--- src/rtl/wake_pkg.sv ---
package wake_pkg;
    typedef enum logic [2:0] {
        ST_OFF   = 3'd0,
        ST_WIN   = 3'd1,
        ST_REL   = 3'd2,
        ST_START = 3'd3,
        ST_RUN   = 3'd4
    } wake_state_e;

    localparam int STAT_W    = 8;
    localparam int STAT_FLAG = 0;
    localparam int STAT_PIN  = 1;
endpackage

--- src/rtl/wake_sync.sv ---
module wake_sync #(
    parameter int               WIDTH   = 1,
    parameter int               STAGES  = 2,
    parameter logic [WIDTH-1:0] RST_VAL = '0
) (
    input  logic             clk,
    input  logic             rst_n,
    input  logic [WIDTH-1:0] din,
    output logic [WIDTH-1:0] dout
);
    for (genvar b = 0; b < WIDTH; b++) begin : g_bit
        logic [STAGES-1:0] chain_d, chain_q;

        always_comb begin
            chain_d = {chain_q[STAGES-2:0], din[b]};
        end

        always_ff @(posedge clk or negedge rst_n) begin
            if (!rst_n) chain_q <= {STAGES{RST_VAL[b]}};
            else        chain_q <= chain_d;
        end

        assign dout[b] = chain_q[STAGES-1];
    end
endmodule

--- src/rtl/wake_fsm.sv ---
module wake_fsm
    import wake_pkg::*;
#(
    parameter int WIN_CYCLES = 16
) (
    input  logic clk,
    input  logic rst_n,
    input  logic cd_s,
    input  logic batt_s,
    input  logic shutdown_req,
    output logic power_on,
    output logic periph_rst_n,
    output logic cold_start,
    output logic cpu_run,
    output logic batt_fail
);
    localparam int             CW   = (WIN_CYCLES > 2) ? $clog2(WIN_CYCLES) : 1;
    localparam logic [CW-1:0]  LAST = CW'(WIN_CYCLES - 1);

    typedef struct packed {
        wake_state_e   state;
        logic [CW-1:0] cnt;
        logic          cd_ref;
    } fsm_t;

    fsm_t q, d;
    logic in_win, fall;

    always_comb begin
        d         = q;
        batt_fail = 1'b0;
        in_win    = (q.state == ST_WIN);
        fall      = q.cd_ref && !cd_s;
        if (!in_win) d.cd_ref = cd_s;
        case (q.state)
            ST_OFF: begin
                if (fall) begin
                    d.state = ST_WIN;
                    d.cnt   = '0;
                end
            end
            ST_WIN: begin
                if (q.cnt == LAST) begin
                    if (batt_s) begin
                        d.state = ST_REL;
                    end else begin
                        d.state   = ST_OFF;
                        batt_fail = 1'b1;
                    end
                end else begin
                    d.cnt = q.cnt + 1'b1;
                end
            end
            ST_REL:   d.state = ST_START;
            ST_START: d.state = ST_RUN;
            ST_RUN:   if (shutdown_req) d.state = ST_OFF;
            default:  d.state = ST_OFF;
        endcase
    end

    always_ff @(posedge clk or negedge rst_n) begin
        if (!rst_n) begin
            q.state  <= ST_OFF;
            q.cnt    <= '0;
            q.cd_ref <= 1'b1;
        end else begin
            q <= d;
        end
    end

    assign power_on     = (q.state == ST_WIN);
    assign cold_start   = (q.state == ST_START);
    assign cpu_run      = (q.state == ST_RUN);
    assign periph_rst_n = (q.state == ST_REL) || (q.state == ST_START) || (q.state == ST_RUN);


    wake_enter_chk: assert property (@(posedge clk) disable iff (!rst_n)
        (q.state == ST_OFF && !cd_s && q.cd_ref) |=> power_on);


    win_freeze_chk: assert property (@(posedge clk) disable iff (!rst_n)
        (q.state == ST_WIN && q.cnt != LAST) |=> (power_on && $stable(q.cd_ref)));


    cold_pulse_chk: assert property (@(posedge clk) disable iff (!rst_n)
        cold_start |=> (!cold_start && cpu_run));


    rel_before_start_chk: assert property (@(posedge clk) disable iff (!rst_n)
        cold_start |-> (periph_rst_n && $past(periph_rst_n)));


    fail_keep_rst_chk: assert property (@(posedge clk) disable iff (!rst_n)
        batt_fail |=> (!periph_rst_n && !power_on && !cold_start));


    run_stop_chk: assert property (@(posedge clk) disable iff (!rst_n)
        (cpu_run && shutdown_req) |=> (!cpu_run && !periph_rst_n));


    excl_out_chk: assert property (@(posedge clk) disable iff (!rst_n)
        $onehot0({power_on, cold_start, cpu_run}));
endmodule

--- src/rtl/wake_status.sv ---
module wake_status
    import wake_pkg::*;
(
    input  logic              clk,
    input  logic              rst_n,
    input  logic              set_flag,
    input  logic              wr,
    input  logic [STAT_W-1:0] wdata,
    input  logic              pin_s,
    output logic [STAT_W-1:0] rdata
);
    typedef struct packed {
        logic flag;
    } stat_t;

    stat_t q, d;

    always_comb begin
        d = q;
        if (set_flag)                   d.flag = 1'b1;
        else if (wr && !wdata[STAT_FLAG]) d.flag = 1'b0;
    end

    always_ff @(posedge clk or negedge rst_n) begin
        if (!rst_n) q.flag <= 1'b0;
        else        q      <= d;
    end

    always_comb begin
        rdata            = '0;
        rdata[STAT_FLAG] = q.flag;
        rdata[STAT_PIN]  = pin_s;
    end


    flag_sticky_chk: assert property (@(posedge clk) disable iff (!rst_n)
        (rdata[STAT_FLAG] && !(wr && !wdata[STAT_FLAG])) |=> rdata[STAT_FLAG]);


    flag_set_chk: assert property (@(posedge clk) disable iff (!rst_n)
        set_flag |=> rdata[STAT_FLAG]);
endmodule

--- src/rtl/wake_seq_top.sv ---
module wake_seq_top
    import wake_pkg::*;
#(
    parameter int WIN_CYCLES = 16,
    parameter int SYNC_STAGES = 2
) (
    input  logic              clk,
    input  logic              rst_n,
    input  logic              cd_n_in,
    input  logic              batt_ok_in,
    input  logic              shutdown_req,
    input  logic              reg_wr,
    input  logic [STAT_W-1:0] reg_wdata,
    output logic [STAT_W-1:0] reg_rdata,
    output logic              power_on,
    output logic              periph_rst_n,
    output logic              cold_start,
    output logic              cpu_run
);
    logic cd_s, batt_s, batt_fail;

    wake_sync #(.WIDTH(1), .STAGES(SYNC_STAGES), .RST_VAL(1'b1)) u_cd_sync (
        .clk  (clk),
        .rst_n(rst_n),
        .din  (cd_n_in),
        .dout (cd_s)
    );

    wake_sync #(.WIDTH(1), .STAGES(SYNC_STAGES), .RST_VAL(1'b0)) u_batt_sync (
        .clk  (clk),
        .rst_n(rst_n),
        .din  (batt_ok_in),
        .dout (batt_s)
    );

    wake_fsm #(.WIN_CYCLES(WIN_CYCLES)) u_fsm (
        .clk         (clk),
        .rst_n       (rst_n),
        .cd_s        (cd_s),
        .batt_s      (batt_s),
        .shutdown_req(shutdown_req),
        .power_on    (power_on),
        .periph_rst_n(periph_rst_n),
        .cold_start  (cold_start),
        .cpu_run     (cpu_run),
        .batt_fail   (batt_fail)
    );

    wake_status u_stat (
        .clk     (clk),
        .rst_n   (rst_n),
        .set_flag(batt_fail),
        .wr      (reg_wr),
        .wdata   (reg_wdata),
        .pin_s   (cd_s),
        .rdata   (reg_rdata)
    );
endmodule

--- config.mk ---
export PLATFORM = sky130hd
export DESIGN_NAME = wake_seq_top
export DESIGN_NICKNAME = d
export VERILOG_FILES = /design/src/rtl/wake_pkg.sv /design/src/rtl/wake_sync.sv /design/src/rtl/wake_fsm.sv /design/src/rtl/wake_status.sv /design/src/rtl/wake_seq_top.sv
export SDC_FILE = /design/constraint.sdc
export NUM_CORES = 1
export LEC_CHECK = 0
export BUFFER_PORTS_ARGS = -buffer_cell sky130_fd_sc_hd__buf_2
export CAP_MARGIN = 20
export CORE_MARGIN = 5
export CORE_UTILIZATION = 45
export CTS_BUF_LIST = sky130_fd_sc_hd__clkbuf_16
export CTS_CLUSTER_SIZE = 10
export DETAILED_ROUTE_END_ITERATION = 12
export GPL_ROUTABILITY_DRIVEN = 0
export PLACE_DENSITY_LB_ADDON = 0.2
export SLEW_MARGIN = 20
export SYNTH_ARGS = -nofsm -noshare
export SYNTH_HDL_FRONTEND = slang
export SYNTH_HIERARCHICAL = 1
export SYNTH_SLANG_ARGS = --single-unit
--- constraint.sdc ---
create_clock -name clk -period 2.1 [get_ports clk]
set_clock_uncertainty 0.15 [all_clocks]
set_input_delay 0.21 -clock clk [delete_from_list [all_inputs] [get_ports clk]]
set_output_delay 0.21 -clock clk [all_outputs]
set_load 0.01 [all_outputs]
==> out/metrics.yaml, run 1 <==
logic_synthesis:
  synth_flop_cell: "dfrtp_1"
  synth_top_cell_area_share_pct: 38.46
  syn_avg_cell_area_um2: 10.49
  synth.area.top_cells: "dfrtp_1 (38%), dfstp_2 (12%), buf_4 (9.2%)"
  yosysTopAreaCell: "dfrtp_1"
  synth_enable_flop_cells: 0
  synth_seq_cells: 13
  synth_cell_type_count: 27
  ys_seq_area_share_pct: 50.58
  synth_most_common_cell: "dfrtp_1"
  synth_area_um2: 650.6
  ys_warn_count: 6
  synthTopCellsByCount: "dfrtp_1 (10), buf_4 (8), nand2_1 (7)"
  synthArstFlopShare_pct: 100.0
  syn_inst: 62
cells_and_area:
  area_growth_pct: 20.77
  layout-drive-gt1-share_pct: 25.97
  nNetsFinal: 93
  stdcell_area_um2: 785.8
  layoutNonFillerInstCount: 92
  antenna_cells: 0
route:
  antenna_left: 0
  wl_per_cell_um: 12.99
  drc_errors: 0
  viasPerCell: 5.098
  finalWirelength_um: 1195
  drtIter0Drc: 18
  detailroute.via_count: 469
  drt-pass1-iter-count: 4
worst_setup_path:
  crit_chain: "or3b_1 -> clkinv_4 -> buf_2"
  crit_family: "simple AND/OR/NAND/NOR gates"
  path_buf_inv: 2
  cp.required_ns: 1.74
  worst_setup_path_start_kind: "register"
  critical_path_class: "reg -> out"
  crit_fanout: 7
  cp-end-kind: "output pin"
  cp_data_arrival_time_ns: 1.47
  max_stage_delay_ns: 0.54
  crit_slowest_cell: "or3b_1"
timing:
  rsz0062_at_grt: "no"
  final_hold_viol_count: 0
  fmax_mhz: 545.7
  finalCriticalPeriod_ns: 1.832
  setup-violations-final: 0
  fin_ws_ns: 0.2676
  period_share_pct: 87.26
  fin_tns_setup_ns: 0
  slew_viol_final: 0
clock_tree:
  clk_pin_slew_ns: 0.05
  root_buffer: "clkbuf_16"
  ctsResizeCount: 0
  h-tree-depth: 1
  cts_setup_buffers: 0
  clock_latency_ns: 0.24
  holdBufCountCts: 3
  clock-sinks: 13
  cts_buffers: 3
  cts_tree: "done"
  clk_path_buf_depth: 2
outcome:
  status: "completed"
placement:
  place_area_um2: 676.9
  place_ws_ns: 0.4643
  dp_hpwl_um: 809.7
  io_buffers: 12
  dp.cells: 85
die:
  core-area_um2: 1334
  die_h_um: 48.03
  num_io_pins: 26
  start_util_pct: 48.78
  placementRows: 13
  die-area_um2: 2306
  die_w_um: 48.03
global_routing:
  busiest_layer: "met2"
  grt_antenna_before_repair: 0
  met1_usage_pct: 15.47
  grt_max_degree: 14
  gr-usage-met3_pct: 3.383
  track_usage_pct: 12.81
  grt_pass1_vias: 452
  grt_use_met2_pct: 21.64
  grt_pass1_wl_um: 1952
  gr-total-overflow: 0
hold_path:
  worst_hold_path_type: "in -> reg"
pwr:
  total_power_w: 0.001160
  vdd_ir_drop_max_mv: 0.8203
  p_leak_nw: 0.3993
  powerDensity_nw_per_um2: 1476
run:
  cap_violations: 0
[state kept, by name, summed over array words and instances, names as in the netlist]
register	cells
u_fsm/q	8
u_stat/q	1
u_batt_sync/g_bit.chain_q	2
u_cd_sync/g_bit.chain_q	2
[cells in the final DEF (no fill, tap or decap), drive strengths merged]
cell and count:
nand2b 2, buf 12, o21ai 4, xor2 1, inv 4, conb 6
clkbuf 3, nor3b 2, nand2 7, ha 1, dfrtp 10, or3b 1
o22ai 2, dlygate4sd3 3, nor2b 1, and2 1, mux2i 2, o21bai 1
a22o 1, dfstp 3, nor3 1, a221oi 1, xnor2 1, nand3 3
nor2 2, clkinv 1, a21o 1
[worst paths after layout]
| kind | from | endpoint | slack [ns] | cells after the start |
|---|---|---|---|---|
| min in group asynchronous | rst_n | u_fsm/q[7] | 0.24 | 2 |
| hold / removal | shutdown_req | u_fsm/q[7] | 0.02 | 2 |
| hold reg to reg | u_batt_sync/g_bit[0].chain_q[0] | u_batt_sync/g_bit[0].chain_q[1] | 0.20 | 0 |
| setup reg to reg | u_fsm/q[7] | u_fsm/q[2] | 0.45 | 4 |
| setup / recovery | u_fsm/q[7] | power_on | 0.27 | 3 |
| max in group asynchronous | rst_n | u_cd_sync/g_bit[0].chain_q[1] | 1.29 | 2 |
[logic make-up (layout without fill, tap and decap cells)]
logic type      Yosys count  in the layout  share of synthesized area, %
xor+xnor                  2              2                         2.693
fa+ha+maj                 1              1                         1.923
simple gates             20             20                         15.77
other cells               1              6                        0.5764
mux                       2              2                         3.077
buf+inv                  13             23                         14.04
compound gates           10             10                         11.35
flops                    13             13                         50.58
[per-stage QoR]
stage | util (%) | hold slack [ns]
2_1_floorplan | - | -0.2356
3_3_place_gp | 50.75 | -0.04008
3_5_place_dp | 50.75 | -0.03836
4_1_cts | 58.91 | 0.01960
5_1_grt | 58.91 | 0.03237
6_report | 58.91 | 0.01518
[worst reg2reg max path, stage by stage, from the launching register on]
cell and delay, ns:
dfrtp_1 0.44, or3b_1 0.54, clkinv_4 0.12, a22o_4 0.13
mux2i_1 0.18
[routing by layer]
metal | vias to the layer above | wire length, µm
li1 | 223 | -
met1 | 229 | 500
met2 | 15 | 597
met3 | 2 | 87
met4 | 0 | 10
met5 | - | 0
[cell type report]
class / count / area (µm²)
fill: 121 / 548.0
sequential: 13 / 329.1
multi-input combinational: 41 / 249.0
timing repair buffer: 15 / 90.09
clock buffer: 3 / 75.07
inverter: 4 / 20.02
tap: 15 / 18.77
clock inverter: 1 / 3.754
[report_power, final]
group / internal, W / switching, W
Sequential: 0.000331 / 0.0000772
Clock: 0.000251 / 0.000101
Combinational: 0.000183 / 0.000217
Total: 0.000765 / 0.000395
(Power assumes the default switching activity.)
==> inputs of run 2 (changes only) <==
Settings changed: CORE_MARGIN 5 to not set, CORE_UTILIZATION 45 to 40, TNS_END_PERCENT set to 1.
==> out/metrics.yaml, run 2 (synthesis results as in run 1) <==
outcome:
  status: "completed"
placement:
  dp_hpwl_um: 720.7
  place_area_um2: 678.2
  io_buffers: 12
clock_tree:
  cts_tree: "done"
  h-tree-depth: 1
  root_buffer: "clkbuf_16"
  clk_path_buf_depth: 2
  clk_pin_slew_ns: 0.04
  cts_buffers: 3
  cts_setup_buffers: 0
  clock-sinks: 13
  clock_latency_ns: 0.24
die:
  num_io_pins: 26
  die_h_um: 42.33
  start_util_pct: 43.19
  placementRows: 14
  die_w_um: 42.33
  core-area_um2: 1506
  die-area_um2: 1792
route:
  drt-pass1-iter-count: 4
  wl_per_cell_um: 10.66
  viasPerCell: 4.809
  drc_errors: 0
  antenna_left: 0
  detailroute.via_count: 452
  drtIter0Drc: 7
  finalWirelength_um: 1002
timing:
  fin_tns_setup_ns: 0
  fmax_mhz: 543.6
  slew_viol_final: 0
  rsz0062_at_grt: "no"
  period_share_pct: 87.60
  setup-violations-final: 0
  finalCriticalPeriod_ns: 1.840
  final_hold_viol_count: 0
pwr:
  power_switching_w: 0.0003809
  pwr-share-clk_pct: 30.5
  combPwrFrac_pct: 34.8
  powerDensity_nw_per_um2: 1438
  p_leak_nw: 0.4035
  total_power_w: 0.001146
  internal_power_w: 0.0007652
  p_seq_share_pct: 34.7
  switching_share_pct: 33.23
  vdd_ir_drop_max_mv: 0.7635
global_routing:
  grt_pass1_vias: 399
  grt_pass1_wl_um: 1662
  busiest_layer: "met2"
  grt_use_met2_pct: 21.23
  track_usage_pct: 13.32
  gr-usage-met3_pct: 6.466
  grt_antenna_before_repair: 0
  met1_usage_pct: 14.29
  gr-total-overflow: 0
  grt_max_degree: 14
cells_and_area:
  nNetsFinal: 94
  largest_register_ffs: 8
  layout-drive-gt1-share_pct: 25.64
  final_cell_mix: "buf_2 (12), dfrtp_1 (10), nand2_1 (7)"
  area_growth_pct: 22.50
  largest_register: "u_fsm/q"
  antenna_cells: 0
  stdcell_area_um2: 797.0
  final_common_cell: "buf_2"
  top_regs: "u_fsm/q (8), u_batt_sync/g_bit.chain_q (2), u_cd_sync/g_bit.chain_q (2)"
worst_setup_path:
  crit_fanout: 7
  cp_data_arrival_time_ns: 1.48
  cp.required_ns: 1.74
  critical_path_class: "reg -> out"
  cp-end-kind: "output pin"
  worst_setup_path_start_kind: "register"
run:
  cap_violations: 0
hold_path:
  worst_hold_path_type: "in -> reg"
run 2: power groups by stage:
stage | sequential, W | clock, W | combinational, W
6_report | 0.000398 | 0.000350 | 0.000399
3_3_place_gp | 0.000400 | 0 | 0.000395
3_5_place_dp | 0.000400 | 0 | 0.000394
2_1_floorplan | 0.000386 | 0 | 0.000348
4_1_cts | 0.000397 | 0.000361 | 0.000401
5_1_grt | 0.000410 | 0.000378 | 0.000445
run 2: worst paths after layout:
| path | slack (ns) | to | start | depth (start not counted) |
|---|---|---|---|---|
| min in group asynchronous | 0.23 | u_fsm/q[3] | rst_n | 2 |
| worst max-delay path | 0.26 | power_on | u_fsm/q[7] | 3 |
| max in group asynchronous | 1.28 | u_fsm/q[0] | rst_n | 2 |
| worst min register to register | 0.20 | u_cd_sync/g_bit[0].chain_q[1] | u_cd_sync/g_bit[0].chain_q[0] | 0 |
| worst min-delay path | 0.11 | u_stat/q | reg_wr | 3 |
| worst max register to register | 0.45 | u_fsm/q[2] | u_fsm/q[7] | 4 |
run 2: stage by stage:
stage	worst slack [ns]	hold WS (ns)	std cells	util [%]
after detailed placement	0.4744	-0.03697	86	45.02
after CTS	0.2625	0.1184	94	52.91
after floorplan	0.6007	-0.2356	67	-
after global routing	0.1995	0.1284	94	52.91
final	0.2604	0.1138	94	52.91
after global placement	0.4594	-0.03827	86	45.02
run 2: repair_timing:
| item | 4_1_cts | 5_1_grt |
|---|---|---|
| setup endpoints to repair | 0 | 0 |
| gates resized for setup | 0 | 0 |
| endpoints found under the hold margin | 16 | 0 |
| hold buffers | 4 | 0 |
run 2: layout make-up:
cell class,instances,area (µm²)
Clock buffer,3,75.07
Clock inverter,1,3.754
Fill cell,148,709.4
Inverter,4,20.02
Multi-Input combinational cell,41,249.0
Sequential cell,13,329.1
Tap cell,16,20.02
Timing Repair Buffer,16,100.1
run 2: metal layers:
metal | wire length, µm | vias up | part of all wire (%)
met5 | 0 | - | 0
met4 | 19 | 0 | 1.9
met3 | 71 | 3 | 7.1
met2 | 442 | 19 | 44
met1 | 468 | 204 | 47
li1 | - | 226 | -
run 2: worst max-delay path: stages, from the launching register on:
cell,delay [ns]
dfrtp_1,0.43
or3b_1,0.55
clkinv_4,0.12
buf_2,0.13
